`config.mk`:
```
export PLATFORM = sky130hd
export DESIGN_NAME = vid_pattern_gen
export DESIGN_NICKNAME = d
export VERILOG_FILES = /design/src/rtl/tpg_pkg.sv /design/src/rtl/tpg_position.sv /design/src/rtl/tpg_colour.sv /design/src/rtl/tpg_mosaic.sv /design/src/rtl/vid_pattern_gen.sv
export SDC_FILE = /design/constraint.sdc
export NUM_CORES = 1
export LEC_CHECK = 0
export ABC_AREA = 1
export ABC_CLOCK_PERIOD_IN_PS = 19800
export CAP_MARGIN = 15
export CORE_UTILIZATION = 30
export CTS_BUF_LIST = sky130_fd_sc_hd__clkbuf_16
export CTS_CLUSTER_SIZE = 20
export DETAILED_ROUTE_END_ITERATION = 6
export PLACE_DENSITY = 0.43
export SETUP_SLACK_MARGIN = 0.05
export SLEW_MARGIN = 20
export SYNTH_ARGS = -nofsm -noshare
export SYNTH_HDL_FRONTEND = slang
export SYNTH_HIERARCHICAL = 1
export SYNTH_SLANG_ARGS = --single-unit
```
`constraint.sdc`:
```
create_clock -name clk_i -period 19.8 [get_ports clk_i]
set_clock_uncertainty 0.2 [all_clocks]
set_input_delay 1.98 -clock clk_i [delete_from_list [all_inputs] [get_ports clk_i]]
set_output_delay 1.98 -clock clk_i [all_outputs]
set_load 0.1 [all_outputs]
```
`src/rtl/tpg_pkg.sv`:
```
package tpg_pkg;

  typedef enum logic [2:0] {
    PAT_BOXES = 3'd0,
    PAT_RED   = 3'd1,
    PAT_GREEN = 3'd2,
    PAT_BLUE  = 3'd3,
    PAT_VBARS = 3'd4,
    PAT_HBARS = 3'd5,
    PAT_HRAMP = 3'd6,
    PAT_VRAMP = 3'd7
  } pat_e;

  typedef enum logic [1:0] {
    MOS_RGGB = 2'd0,
    MOS_BGGR = 2'd1,
    MOS_GRBG = 2'd2,
    MOS_GBRG = 2'd3
  } mosaic_e;

  typedef struct packed {
    logic [7:0] r;
    logic [7:0] g;
    logic [7:0] b;
  } rgb_t;

  // Saturated bar palette: each channel is one inverted index bit.
  function automatic rgb_t bar_colour(input logic [2:0] idx);
    rgb_t c;
    c.r = {8{~idx[1]}};
    c.g = {8{~idx[2]}};
    c.b = {8{~idx[0]}};
    return c;
  endfunction

endpackage

```
`src/rtl/tpg_position.sv`:
```
module tpg_position #(
  parameter int H_RES = 64,
  parameter int V_RES = 16,
  parameter int HW    = 6,
  parameter int VW    = 4
) (
  input  logic          clk_i,
  input  logic          rst_ni,
  input  logic          line_en_i,
  input  logic          frame_end_i,
  output logic [HW-1:0] col_o,
  output logic [VW-1:0] row_o
);

  localparam logic [HW-1:0] COL_MAX = HW'(H_RES - 1);
  localparam logic [VW-1:0] ROW_MAX = VW'(V_RES - 1);

  logic en_q;
  logic line_fell;

  assign line_fell = en_q & ~line_en_i;

  always_ff @(posedge clk_i or negedge rst_ni) begin
    if (!rst_ni) begin
      en_q  <= 1'b0;
      col_o <= '0;
      row_o <= '0;
    end else begin
      en_q <= line_en_i;

      if (line_en_i) begin
        if (col_o != COL_MAX) col_o <= col_o + 1'b1;
      end else if (line_fell) begin
        col_o <= '0;
      end

      if (frame_end_i) begin
        row_o <= '0;
      end else if (line_fell && row_o != ROW_MAX) begin
        row_o <= row_o + 1'b1;
      end
    end
  end

  // the column is back at zero after a line ends
  a_r4_col_clear: assert property (@(posedge clk_i) disable iff (!rst_ni)
    line_fell |=> (col_o == '0));

  // the column never passes its last position
  a_r4_col_sat: assert property (@(posedge clk_i) disable iff (!rst_ni)
    (line_en_i && col_o == COL_MAX) |=> (col_o == COL_MAX));

  // frame end brings the row back to zero
  a_r5_row_clear: assert property (@(posedge clk_i) disable iff (!rst_ni)
    frame_end_i |=> (row_o == '0));

endmodule

```
`src/rtl/tpg_colour.sv`:
```
module tpg_colour
  import tpg_pkg::*;
#(
  parameter int H_RES = 64,
  parameter int V_RES = 16,
  parameter int HW    = 6,
  parameter int VW    = 4
) (
  input  pat_e          pat_i,
  input  logic [HW-1:0] col_i,
  input  logic [VW-1:0] row_i,
  output rgb_t          pix_o
);

  localparam int unsigned COL_BAND = (H_RES >= 8) ? H_RES / 8 : 1;
  localparam int unsigned ROW_BAND = (V_RES >= 8) ? V_RES / 8 : 1;
  localparam int unsigned COL_DEN  = (H_RES > 1) ? H_RES - 1 : 1;
  localparam int unsigned ROW_DEN  = (V_RES > 1) ? V_RES - 1 : 1;

  logic [31:0] col_band;
  logic [31:0] row_band;
  logic [31:0] col_grey;
  logic [31:0] row_grey;
  logic [2:0]  cb;
  logic [2:0]  rb;

  always_comb begin
    col_band = 32'(col_i) / COL_BAND;
    row_band = 32'(row_i) / ROW_BAND;
    cb       = (col_band > 32'd7) ? 3'd7 : col_band[2:0];
    rb       = (row_band > 32'd7) ? 3'd7 : row_band[2:0];
    col_grey = (32'(col_i) * 32'd255) / COL_DEN;
    row_grey = (32'(row_i) * 32'd255) / ROW_DEN;

    unique case (pat_i)
      PAT_BOXES: pix_o = bar_colour(cb ^ rb);
      PAT_RED:   pix_o = '{r: 8'hFF, g: 8'h00, b: 8'h00};
      PAT_GREEN: pix_o = '{r: 8'h00, g: 8'hFF, b: 8'h00};
      PAT_BLUE:  pix_o = '{r: 8'h00, g: 8'h00, b: 8'hFF};
      PAT_VBARS: pix_o = bar_colour(cb);
      PAT_HBARS: pix_o = bar_colour(rb);
      PAT_HRAMP: pix_o = '{r: row_grey[7:0], g: row_grey[7:0], b: row_grey[7:0]};
      PAT_VRAMP: pix_o = '{r: col_grey[7:0], g: col_grey[7:0], b: col_grey[7:0]};
      default:   pix_o = '0;
    endcase
  end

endmodule

```
`src/rtl/tpg_mosaic.sv`:
```
module tpg_mosaic
  import tpg_pkg::*;
#(
  parameter mosaic_e ORDER = MOS_RGGB
) (
  input  rgb_t       pix_i,
  input  logic       row_odd_i,
  input  logic       col_odd_i,
  output logic [7:0] sample_o
);

  logic [1:0] site;
  assign site = {row_odd_i, col_odd_i};

  generate
    if (ORDER == MOS_RGGB) begin : g_rggb
      always_comb begin
        unique case (site)
          2'b00:   sample_o = pix_i.r;
          2'b11:   sample_o = pix_i.b;
          default: sample_o = pix_i.g;
        endcase
      end
    end else if (ORDER == MOS_BGGR) begin : g_bggr
      always_comb begin
        unique case (site)
          2'b00:   sample_o = pix_i.b;
          2'b11:   sample_o = pix_i.r;
          default: sample_o = pix_i.g;
        endcase
      end
    end else if (ORDER == MOS_GRBG) begin : g_grbg
      always_comb begin
        unique case (site)
          2'b01:   sample_o = pix_i.r;
          2'b10:   sample_o = pix_i.b;
          default: sample_o = pix_i.g;
        endcase
      end
    end else begin : g_gbrg
      always_comb begin
        unique case (site)
          2'b01:   sample_o = pix_i.b;
          2'b10:   sample_o = pix_i.r;
          default: sample_o = pix_i.g;
        endcase
      end
    end
  endgenerate

endmodule

```
`src/rtl/vid_pattern_gen.sv`:
```
module vid_pattern_gen
  import tpg_pkg::*;
#(
  parameter int      H_RES       = 64,
  parameter int      V_RES       = 16,
  parameter mosaic_e BAYER_ORDER = MOS_RGGB
) (
  input  logic       clk_i,
  input  logic       rst_ni,
  input  logic       line_en_i,
  input  logic       frame_end_i,
  input  logic [2:0] pattern_i,
  output logic       pix_valid_o,
  output logic       frame_end_o,
  output logic [7:0] red_o,
  output logic [7:0] green_o,
  output logic [7:0] blue_o,
  output logic [7:0] mosaic_o
);

  localparam int HW = (H_RES > 1) ? $clog2(H_RES) : 1;
  localparam int VW = (V_RES > 1) ? $clog2(V_RES) : 1;

  logic [HW-1:0] col;
  logic [VW-1:0] row;

  tpg_position #(.H_RES(H_RES), .V_RES(V_RES), .HW(HW), .VW(VW)) u_position (
    .clk_i       (clk_i),
    .rst_ni      (rst_ni),
    .line_en_i   (line_en_i),
    .frame_end_i (frame_end_i),
    .col_o       (col),
    .row_o       (row)
  );

  // Stage 1: position and strobes of the current pixel, plus the frame's code
  logic          s1_en;
  logic          s1_fe;
  logic [HW-1:0] s1_col;
  logic [VW-1:0] s1_row;
  pat_e          pat_q;

  always_ff @(posedge clk_i or negedge rst_ni) begin
    if (!rst_ni) begin
      s1_en  <= 1'b0;
      s1_fe  <= 1'b0;
      s1_col <= '0;
      s1_row <= '0;
      pat_q  <= PAT_BOXES;
    end else begin
      s1_en  <= line_en_i;
      s1_fe  <= frame_end_i;
      s1_col <= col;
      s1_row <= row;
      if (frame_end_i) pat_q <= pat_e'(pattern_i);
    end
  end

  rgb_t       pix;
  logic [7:0] sample;

  tpg_colour #(.H_RES(H_RES), .V_RES(V_RES), .HW(HW), .VW(VW)) u_colour (
    .pat_i (pat_q),
    .col_i (s1_col),
    .row_i (s1_row),
    .pix_o (pix)
  );

  tpg_mosaic #(.ORDER(BAYER_ORDER)) u_mosaic (
    .pix_i     (pix),
    .row_odd_i (s1_row[0]),
    .col_odd_i (s1_col[0]),
    .sample_o  (sample)
  );

  // Stage 2: output registers, blanked to zero outside active pixels
  always_ff @(posedge clk_i or negedge rst_ni) begin
    if (!rst_ni) begin
      pix_valid_o <= 1'b0;
      frame_end_o <= 1'b0;
      red_o       <= '0;
      green_o     <= '0;
      blue_o      <= '0;
      mosaic_o    <= '0;
    end else begin
      pix_valid_o <= s1_en;
      frame_end_o <= s1_fe;
      if (s1_en) begin
        red_o    <= pix.r;
        green_o  <= pix.g;
        blue_o   <= pix.b;
        mosaic_o <= sample;
      end else begin
        red_o    <= '0;
        green_o  <= '0;
        blue_o   <= '0;
        mosaic_o <= '0;
      end
    end
  end

  // Cycles since reset, so that two-deep history checks start only once both samples are valid
  logic [1:0] age;
  always_ff @(posedge clk_i or negedge rst_ni) begin
    if (!rst_ni)          age <= 2'd0;
    else if (age != 2'd2) age <= age + 2'd1;
  end

  a_r2_strobe_delay: assert property (@(posedge clk_i) disable iff (!rst_ni)
    (age == 2'd2) |-> (pix_valid_o == $past(line_en_i, 2) &&
                       frame_end_o == $past(frame_end_i, 2)));

  a_r3_blank_zero: assert property (@(posedge clk_i) disable iff (!rst_ni)
    !pix_valid_o |-> (red_o == 8'h00 && green_o == 8'h00 &&
                      blue_o == 8'h00 && mosaic_o == 8'h00));

  a_r6_code_held: assert property (@(posedge clk_i) disable iff (!rst_ni)
    !frame_end_i |=> $stable(pat_q));

  a_r12_mosaic_is_channel: assert property (@(posedge clk_i) disable iff (!rst_ni)
    pix_valid_o |-> (mosaic_o == red_o || mosaic_o == green_o || mosaic_o == blue_o));

endmodule

```
==> metrics.md, run 1 <==
| Metric | Value |
|---|---|
| Run status | complete, no violations |
| Maximum number of buffers from clock root to sink | 2 |
| Overall fraction of global-route tracks in use | 14.3% |
| TritonCTS clock tree | yes |
| Count of distinct cell types in the synthesized netlist | 42 |
| Worst setup EP type | flip-flop |
| Via-to-Cell Ratio | 4.53 |
| Most frequent cell on the critical path | sky130_fd_sc_hd__nand2_1 |
| Max transition margin | 34.3% |
| Via total after detailed routing | 5,033 |
| Total I/O pin count | 41 |
| Clock sink count | 60 |
| Worst Setup Path Type | flip-flop to flip-flop |
| Mean cell area of the mapped netlist | 6.91 sq um |
| Min Tclk post-route | 8.78 ns |
| Yosys Warn Count | 6 |
| Signal arrival time at the worst endpoint | 8.80 ns |
| Die height | 140 microns |
| Number of buffers added by the clock tree synthesis step | 9 |
| Count of flip-flops with a built-in enable after synthesis | 0 |
| Post-route clock period utilization | 44.4% |
| Final Worst Setup Slack | 11.02 ns |
| Clk Latency, worst-skew pair | 0.33 ns |
| Unrepaired setup endpoints after global routing | false |
| Setup WS pre-CTS | 11.00 ns |
| Element type at the critical path start | flip-flop |
| Data required, critical path | 19.82 ns |
| DRC Markers | 0 |
| Met1 usage | 19.9% |
| Total of max-cap violations | 0 |
| Count of instances resized after the clock tree is built | 0 |
| Most common cell after layout, fill and taps aside | sky130_fd_sc_hd__nand2_1 |
| Seq. cell area | 1500 sq um |
| Worst Hold Class | flip-flop to flip-flop |
| Cell with the largest stage delay on the worst path | sky130_fd_sc_hd__fa_1 |
| Clk slew on worst S/H paths | 0.05 ns |
| Transition time at the pin with the least slew margin | 0.983 ns |
| Max incr delay on CP | 0.64 ns |
| Layout Area Growth over Synthesis | 16.7% |
| Fraction of synthesis flops using an asynchronous set or reset pin | 100% |
| Post-DRT Antenna Nets | 0 |
| Core ar. | 18,600 sq um |
| Leading cell types by total area after synthesis | sky130_fd_sc_hd__dfrtp_1, sky130_fd_sc_hd__nand2_1, sky130_fd_sc_hd__inv_1 |
| Number of buffers inserted to repair setup after CTS | 0 |
| Hold Violations, Final | 0 |
| Fraction of final layout cells with drive strength greater than 1 | 14.5% |
| Utilization of the core after routing | 35.7% |
| Horizontal die dimension | 140 microns |
| Weighted congestion at the end of routability-driven global placement | 0.815 |
| Syn Std Cell Area | 5700 sq um |
| Busiest layer in global routing | met2 |
| Buf/Inv on CP | 8 |
| Maximum number of pins on one net before global-route repair | 61 |
| Wirelength per Cell | 12.0 microns |
| H-Tree Depth | 3 |
| Crit path max-delay family | simple AND/OR/NAND/NOR gates |
| Min Hold Slack | 0.153 ns |
| Share of the synthesized area in the top cell type | 26.3% |
| Initial Util | 30.6% |
| Most used flip-flop cell after synthesis | sky130_fd_sc_hd__dfrtp_1 |
| Highest achievable clock rate | 114 MHz |
| Number of antenna diodes | 0 |
| Antenna violations before repair | 0 |
| # rows | 50 |
| Setup-failing EPs final | 0 |
| Net count of the finished layout | 925 |
| Detailed router's first-iteration violation count | 253 |
| Wire length of the first global-routing pass | 22,900 microns |
| Via count of the first global-routing pass | 4,788 |
| Total negative setup slack | 0 ns |
| Number of storage elements in the synthesis netlist | 60 |
| Drt total wl | 13,300 microns |
| Die outline area | 19,600 sq um |
| Net count after synthesis | 879 |
| Port Buffer Count | 40 |
| Sequential-to-total area share from yosys stat | 26.3% |
| Master cell of the clock root buffer | sky130_fd_sc_hd__clkbuf_16 |
| Gate count of the mapped netlist | 825 |
| Final Slew Violations | 0 |
| CTS hold repair buffers | 0 |
| # fillers | 2,049 |
| Number of detailed-route iterations in the first pass | 5 |
| Placed wire-length estimate | 10,800 microns |
| Worst-path fanout max | 7 |
| Met3 usage in global routing | 2.75% |
| Area used by multi-input combinational logic | 3540 sq um |
| GR met2 Demand/Resource | 23.1% |
| Leftover overflow at the end of global routing | 0 |
| Commonest non-fill, non-tap cells in the layout | sky130_fd_sc_hd__nand2_1, sky130_fd_sc_hd__inv_1, sky130_fd_sc_hd__nand3_1, sky130_fd_sc_hd__dfrtp_1, sky130_fd_sc_hd__nor2_1 |
| Library cell with the largest summed area after synthesis | sky130_fd_sc_hd__dfrtp_1 |
[worst paths after layout]
path	start	to	slack, ns	cells past startpoint
worst max-delay path	s1_col[0]	mosaic_o[1]	11.02	58
worst min-delay path	s1_fe	frame_end_o	0.15	0
worst max register to register	s1_col[0]	mosaic_o[1]	11.02	58
worst min register to register	s1_fe	frame_end_o	0.15	0
max in group asynchronous	rst_ni	s1_en	17.24	2
min in group asynchronous	rst_ni	mosaic_o[2]	1.60	2
[state kept, by name, indices dropped and copies added (netlist names)]
signal            cells
blue_o                8
frame_end_o           1
green_o               8
mosaic_o              8
pat_q                 3
pix_valid_o           1
red_o                 8
s1_col                6
s1_en                 1
s1_fe                 1
s1_row                4
u_position/col_o      6
u_position/en_q       1
u_position/row_o      4
[synth_stat cells (5+ instances only)]
library cell                n
sky130_fd_sc_hd__nand3_1   85
sky130_fd_sc_hd__inv_2     17
sky130_fd_sc_hd__nand2_4   12
sky130_fd_sc_hd__nor2_1    46
sky130_fd_sc_hd__dfrtp_1   60
sky130_fd_sc_hd__a21oi_1   18
sky130_fd_sc_hd__nand2_1  256
sky130_fd_sc_hd__o21ai_0    6
sky130_fd_sc_hd__nor3_1     5
sky130_fd_sc_hd__nand3_2   13
sky130_fd_sc_hd__o21ai_1    9
sky130_fd_sc_hd__nand4_1   17
sky130_fd_sc_hd__nor2_2     5
sky130_fd_sc_hd__inv_1    135
sky130_fd_sc_hd__xor2_1    10
sky130_fd_sc_hd__fa_1      13
sky130_fd_sc_hd__a21oi_2    5
sky130_fd_sc_hd__ha_1      34
sky130_fd_sc_hd__nand2_2   33
sky130_fd_sc_hd__nor2_4    11
[per-layer routing]
layer / up-vias / wire, microns
met5: - / 0
met4: 0 / 44
met3: 6 / 303
met2: 72 / 6120
met1: 2296 / 6840
li1: 2659 / -
[area by class of cell]
cell class                 instances  share of cell area [%]
clock buffer                       9                    3.38
clock inverter                     7                    1.39
inverter                         155                    8.85
multi-input combinational        603                    53.2
sequential                        60                    22.6
tap                              234                    4.40
timing repair buffer              42                    6.16
[cells by family (layout without fill, tap and decap cells)]
logic type,after synthesis,after routing,synth area share (%)
flip-flops,60,60,26.3
XOR/XNOR,10,10,1.54
buffers and inverters,162,213,11.5
AO/OA/AOI/OAI,54,54,6.19
AND/OR/NAND/NOR,492,492,42.4
adder cells (fa/ha/maj),47,47,12.0
[worst register-to-register path: cells and delay by family, from the launching register on]
kind	cells	cell delay, ns
AO/OA/AOI/OAI	2	0.58
buffers and inverters	8	0.61
flip-flops	1	0.39
AND/OR/NAND/NOR	42	4.48
adder cells (fa/ha/maj)	6	2.42
[through the flow]
stage / cell area (sq um) / cells
2_1_floorplan: 5700 / 825
3_3_place_gp: 6340 / 1094
3_5_place_dp: 6340 / 1094
4_1_cts: 6660 / 1110
5_1_grt: 6660 / 1110
6_report: 6660 / 1110
Power of run 1 is not shown: default switching activity piles up to over one toggle a cycle in this logic, so the estimate is an artifact.
==> run 2, diff against run 1 <==
Settings changed: ABC_CLOCK_PERIOD_IN_PS 19800 to 8100.
Clock period 19.8 ns to 8.1 ns, I/O delays scaled along.
==> metrics.md, run 2 (same netlist as run 1, synthesis figures left out) <==
| Metric | Value |
|---|---|
| Run status | complete, no violations |
| Port Buffer Count | 40 |
| Max incr delay on CP | 0.54 ns |
| Layout Area Growth over Synthesis | 41.3% |
| Drt total wl | 14,200 microns |
| Worst setup EP type | flip-flop |
| Worst Hold Class | flip-flop to flip-flop |
| Most common cell after layout, fill and taps aside | sky130_fd_sc_hd__nand2_1 |
| Via count of the first global-routing pass | 5,187 |
| Clock sink count | 60 |
| Detailed router's first-iteration violation count | 237 |
| Cell with the largest stage delay on the worst path | sky130_fd_sc_hd__fa_2 |
| Master cell of the clock root buffer | sky130_fd_sc_hd__clkbuf_16 |
| Via-to-Cell Ratio | 4.49 |
| Number of antenna diodes | 0 |
| Reg2reg start | s1_col[3] |
| Fraction of final layout cells with drive strength greater than 1 | 31.9% |
| DRC Markers | 0 |
| Die height | 140 microns |
| Commonest non-fill, non-tap cells in the layout | sky130_fd_sc_hd__nand2_1, sky130_fd_sc_hd__inv_1, sky130_fd_sc_hd__buf_4, sky130_fd_sc_hd__nand3_1, sky130_fd_sc_hd__dfrtp_1 |
| Min Hold Slack | 0.157 ns |
| Via total after detailed routing | 5,486 |
| Wirelength per Cell | 11.7 microns |
| Initial Util | 30.6% |
| Maximum number of pins on one net before global-route repair | 61 |
| Max transition margin | 34.1% |
| Horizontal die dimension | 140 microns |
| Clk Latency, worst-skew pair | 0.33 ns |
| Most frequent cell on the critical path | sky130_fd_sc_hd__nand2_1 |
| Min Tclk post-route | 7.94 ns |
| Total negative setup slack | 0 ns |
| Signal arrival time at the worst endpoint | 7.96 ns |
| Post-DRT Antenna Nets | 0 |
| Element type at the critical path start | flip-flop |
| Summed area of non-filler cells in the final layout | 8060 sq um |
| Number of buffers added by the clock tree synthesis step | 9 |
| Core ar. | 18,600 sq um |
| Transition time at the pin with the least slew margin | 0.980 ns |
| Leftover overflow at the end of global routing | 0 |
| Wire length of the first global-routing pass | 24,400 microns |
| Number of detailed-route iterations in the first pass | 5 |
| Maximum number of buffers from clock root to sink | 2 |
| Die outline area | 19,600 sq um |
| Final Slew Violations | 0 |
| Net count of the finished layout | 1,036 |
| Utilization of the core after routing | 43.2% |
| CTS hold repair buffers | 0 |
| TritonCTS clock tree | yes |
| Clk slew on worst S/H paths | 0.05 ns |
| Overall fraction of global-route tracks in use | 15.2% |
| Total I/O pin count | 41 |
| H-Tree Depth | 3 |
| # fillers | 1,931 |
| Post-route clock period utilization | 98.0% |
| Worst Setup Path Type | flip-flop to flip-flop |
| Highest achievable clock rate | 126 MHz |
| Beginning of the worst hold path | s1_fe |
| Placed wire-length estimate | 11,100 microns |
| # rows | 50 |
| Hold Violations, Final | 0 |
| Total of max-cap violations | 0 |
| Worst-path fanout max | 7 |
| Setup-failing EPs final | 0 |
| Weighted congestion at the end of routability-driven global placement | 0.786 |
| Data required, critical path | 8.12 ns |
| Area after DPL | 6950 sq um |
| Antenna violations before repair | 0 |
| Worst setup startpoint | s1_col[3] |
| Unrepaired setup endpoints after global routing | true |
## run 2: repair_timing
action,in CTS,in global routing
resized for setup,61,68
pin swaps,55,50
buffers inserted,25,6
setup endpoints to repair,8,9
## run 2: metal layers
| layer | vias to the layer above | global-route usage [%] | part of all wire, % |
|---|---|---|---|
| met1 | 2530 | 21.5 | 51 |
| met5 | - | 0 | 0 |
| li1 | 2881 | - | - |
| met4 | 0 | 2.54 | 0.64 |
| met2 | 65 | 23.9 | 46 |
| met3 | 10 | 3.23 | 2.8 |
## run 2: area by class of cell
class	instances	area [sq um]	area share (%)
tap	234	293	3.63
inverter	155	602	7.47
clock buffer	9	225	2.80
sequential	60	1500	18.6
timing repair buffer	153	1260	15.7
multi-input combinational	603	4070	50.5
clock inverter	7	106	1.32
## run 2: final timing paths
kind                          endpoint  cells past startpoint  slack (ns)
setup / recovery           mosaic_o[1]                     66        0.16
hold / removal             frame_end_o                      0        0.16
max in group asynchronous    s1_col[0]                      2        6.77
min in group asynchronous  mosaic_o[3]                      2        0.43
setup reg to reg           mosaic_o[1]                     66        0.16
hold reg to reg            frame_end_o                      0        0.16
## run 2: through the flow
stage,worst slack [ns],std cells
floorplan,0.352,825
global placement,-0.250,1176
detailed placement,-0.216,1176
CTS,0.0524,1217
global route,-0.556,1221
finish,0.160,1221
## run 2: critical path: cells and delay by family, from the launching register on
| kind | cells | cell delay (ns) |
|---|---|---|
| AO/OA/AOI/OAI | 1 | 0.13 |
| AND/OR/NAND/NOR | 46 | 3.74 |
| flip-flops | 1 | 0.40 |
| adder cells (fa/ha/maj) | 6 | 2.23 |
| buffers and inverters | 13 | 1.14 |
Power of run 2 is left out for the same reason.
==> run 3, diff against run 2 <==
Settings changed: CAP_MARGIN 15 to not set, REMOVE_ABC_BUFFERS set to 1.
==> metrics.md, run 3 (same netlist as run 1, synthesis figures left out) <==
| Metric | Value |
|---|---|
| Run status | complete, no violations |
| Busiest layer in global routing | met2 |
| Wire length of the first global-routing pass | 24,300 microns |
| Reg2reg start | s1_col[3] |
| Commonest non-fill, non-tap cells in the layout | sky130_fd_sc_hd__nand2_1, sky130_fd_sc_hd__inv_1, sky130_fd_sc_hd__buf_4, sky130_fd_sc_hd__nand3_1, sky130_fd_sc_hd__dfrtp_1 |
| Fraction of final layout cells with drive strength greater than 1 | 31.8% |
| Most common cell after layout, fill and taps aside | sky130_fd_sc_hd__nand2_1 |
| Maximum number of buffers from clock root to sink | 2 |
| Leftover overflow at the end of global routing | 0 |
| Die height | 140 microns |
| Highest achievable clock rate | 125 MHz |
| Endpoint of the worst register-to-register path | mosaic_o[0] |
| Clk Latency, worst-skew pair | 0.33 ns |
| Weighted congestion at the end of routability-driven global placement | 0.814 |
| Horizontal die dimension | 140 microns |
| Master cell of the clock root buffer | sky130_fd_sc_hd__clkbuf_16 |
| Worst Hold Class | flip-flop to flip-flop |
| Post-route clock period utilization | 99.0% |
| Total of max-cap violations | 0 |
| Setup-failing EPs final | 0 |
| GR met2 Demand/Resource | 24.0% |
| Met3 usage in global routing | 2.65% |
| Worst Setup Path Type | flip-flop to flip-flop |
| Wirelength per Cell | 11.7 microns |
| # rows | 50 |
| DRC Markers | 0 |
| Worst-path fanout max | 7 |
| Unrepaired setup endpoints after global routing | true |
| Number of antenna diodes | 0 |
| Element type at the critical path start | flip-flop |
| Met1 usage | 21.4% |
| Max transition margin | 33.8% |
| Utilization of the core after routing | 42.9% |
| Hold endpoint | frame_end_o |
| Core ar. | 18,600 sq um |
| Max incr delay on CP | 0.68 ns |
| Min Tclk post-route | 8.02 ns |
| Maximum number of pins on one net before global-route repair | 61 |
| CTS hold repair buffers | 0 |
| Die outline area | 19,600 sq um |
| Beginning of the worst hold path | s1_fe |
| Data required, critical path | 8.16 ns |
| Via count of the first global-routing pass | 5,170 |
| Port Buffer Count | 40 |
| Overall fraction of global-route tracks in use | 15.2% |
| Clock sink count | 60 |
| Total I/O pin count | 41 |
| Drt total wl | 14,300 microns |
| Antenna violations before repair | 0 |
| Hold Violations, Final | 0 |
| Detailed router's first-iteration violation count | 265 |
| H-Tree Depth | 3 |
| Net count of the finished layout | 1,040 |
| Initial Util | 30.6% |
| Signal arrival time at the worst endpoint | 8.08 ns |
| Setup WS pre-CTS | -0.228 ns |
| Clk slew on worst S/H paths | 0.05 ns |
| Layout Area Growth over Synthesis | 40.2% |
| Final Worst Setup Slack | 0.0826 ns |
| Transition time at the pin with the least slew margin | 0.993 ns |
| TritonCTS clock tree | yes |
| Worst setup EP type | flip-flop |
| Number of detailed-route iterations in the first pass | 7 |
| Final Slew Violations | 0 |
| Post-DRT Antenna Nets | 0 |
| R2R depth | 65 |
| Placed wire-length estimate | 10,900 microns |
| Number of buffers added by the clock tree synthesis step | 9 |
| Cell with the largest stage delay on the worst path | sky130_fd_sc_hd__fa_2 |
| Worst-case register-to-register setup slack | 0.08 ns |
| Total negative setup slack | 0 ns |
| Via-to-Cell Ratio | 4.45 |
| Number of cells on the worst hold path | 0 |
| Via total after detailed routing | 5,448 |
| Most frequent cell on the critical path | sky130_fd_sc_hd__nand2_2 |
## run 3: cell count changes in the layout (fill, tap and decap cells not counted), sizes merged
| cell | change |
|---|---|
| bufinv | -1 |
| buf | +4 |
| inv | +1 |
## run 3: stage by stage
stage | hold slack [ns] | std cells | instance area, sq um
6_report | 0.143 | 1225 | 8000
5_1_grt | 0.156 | 1225 | 8000
4_1_cts | 0.147 | 1209 | 7620
3_5_place_dp | 0.136 | 1168 | 6890
3_3_place_gp | 0.137 | 1168 | 6890
2_1_floorplan | 0.131 | 818 | 5640
## run 3: repair_timing
item	in CTS	in global routing
pin swaps	53	72
setup endpoints to repair	7	9
buffers inserted	25	16
gates resized for setup	50	69
## run 3: area by class of cell
| cell class | count | area, sq um |
|---|---|---|
| Fill cell | 1961 | 10600 |
| Sequential cell | 60 | 1500 |
| Clock buffer | 9 | 225 |
| Multi-Input combinational cell | 603 | 4000 |
| Inverter | 155 | 604 |
| Timing Repair Buffer | 157 | 1290 |
| Clock inverter | 7 | 82.6 |
| Tap cell | 234 | 293 |
## run 3: how the worst max path moves through the flow
stage / startpoint / to / slack, ns / cells after the start
final: s1_col[3] / mosaic_o[0] / 0.08 / 65
after global routing: s1_col[3] / mosaic_o[0] / -0.51 / 64
after CTS: s1_col[5] / mosaic_o[0] / 0.02 / 66
after detailed placement: s1_col[3] / mosaic_o[0] / -0.23 / 66
after global placement: s1_col[3] / mosaic_o[0] / -0.24 / 65
after floorplan: s1_col[0] / mosaic_o[0] / 0.32 / 63
## run 3: per-layer routing
metal	up-vias	part of all wire, %	routed length (microns)
met5	-	0	0
met4	0	0.80	114
met3	11	2.7	387
met2	68	46	6660
met1	2479	50	7160
li1	2890	-	-
## run 3: critical path, delay by kind of cell (launching register included)
kind	cells	cell delay, ns
adders and majority gates	6	2.33
DFF	1	0.40
buffers and inverters	9	0.54
AOI/OAI and AO/OA	2	0.42
and+or+nand+nor	48	4.05
Power of run 3 is left out for the same reason.
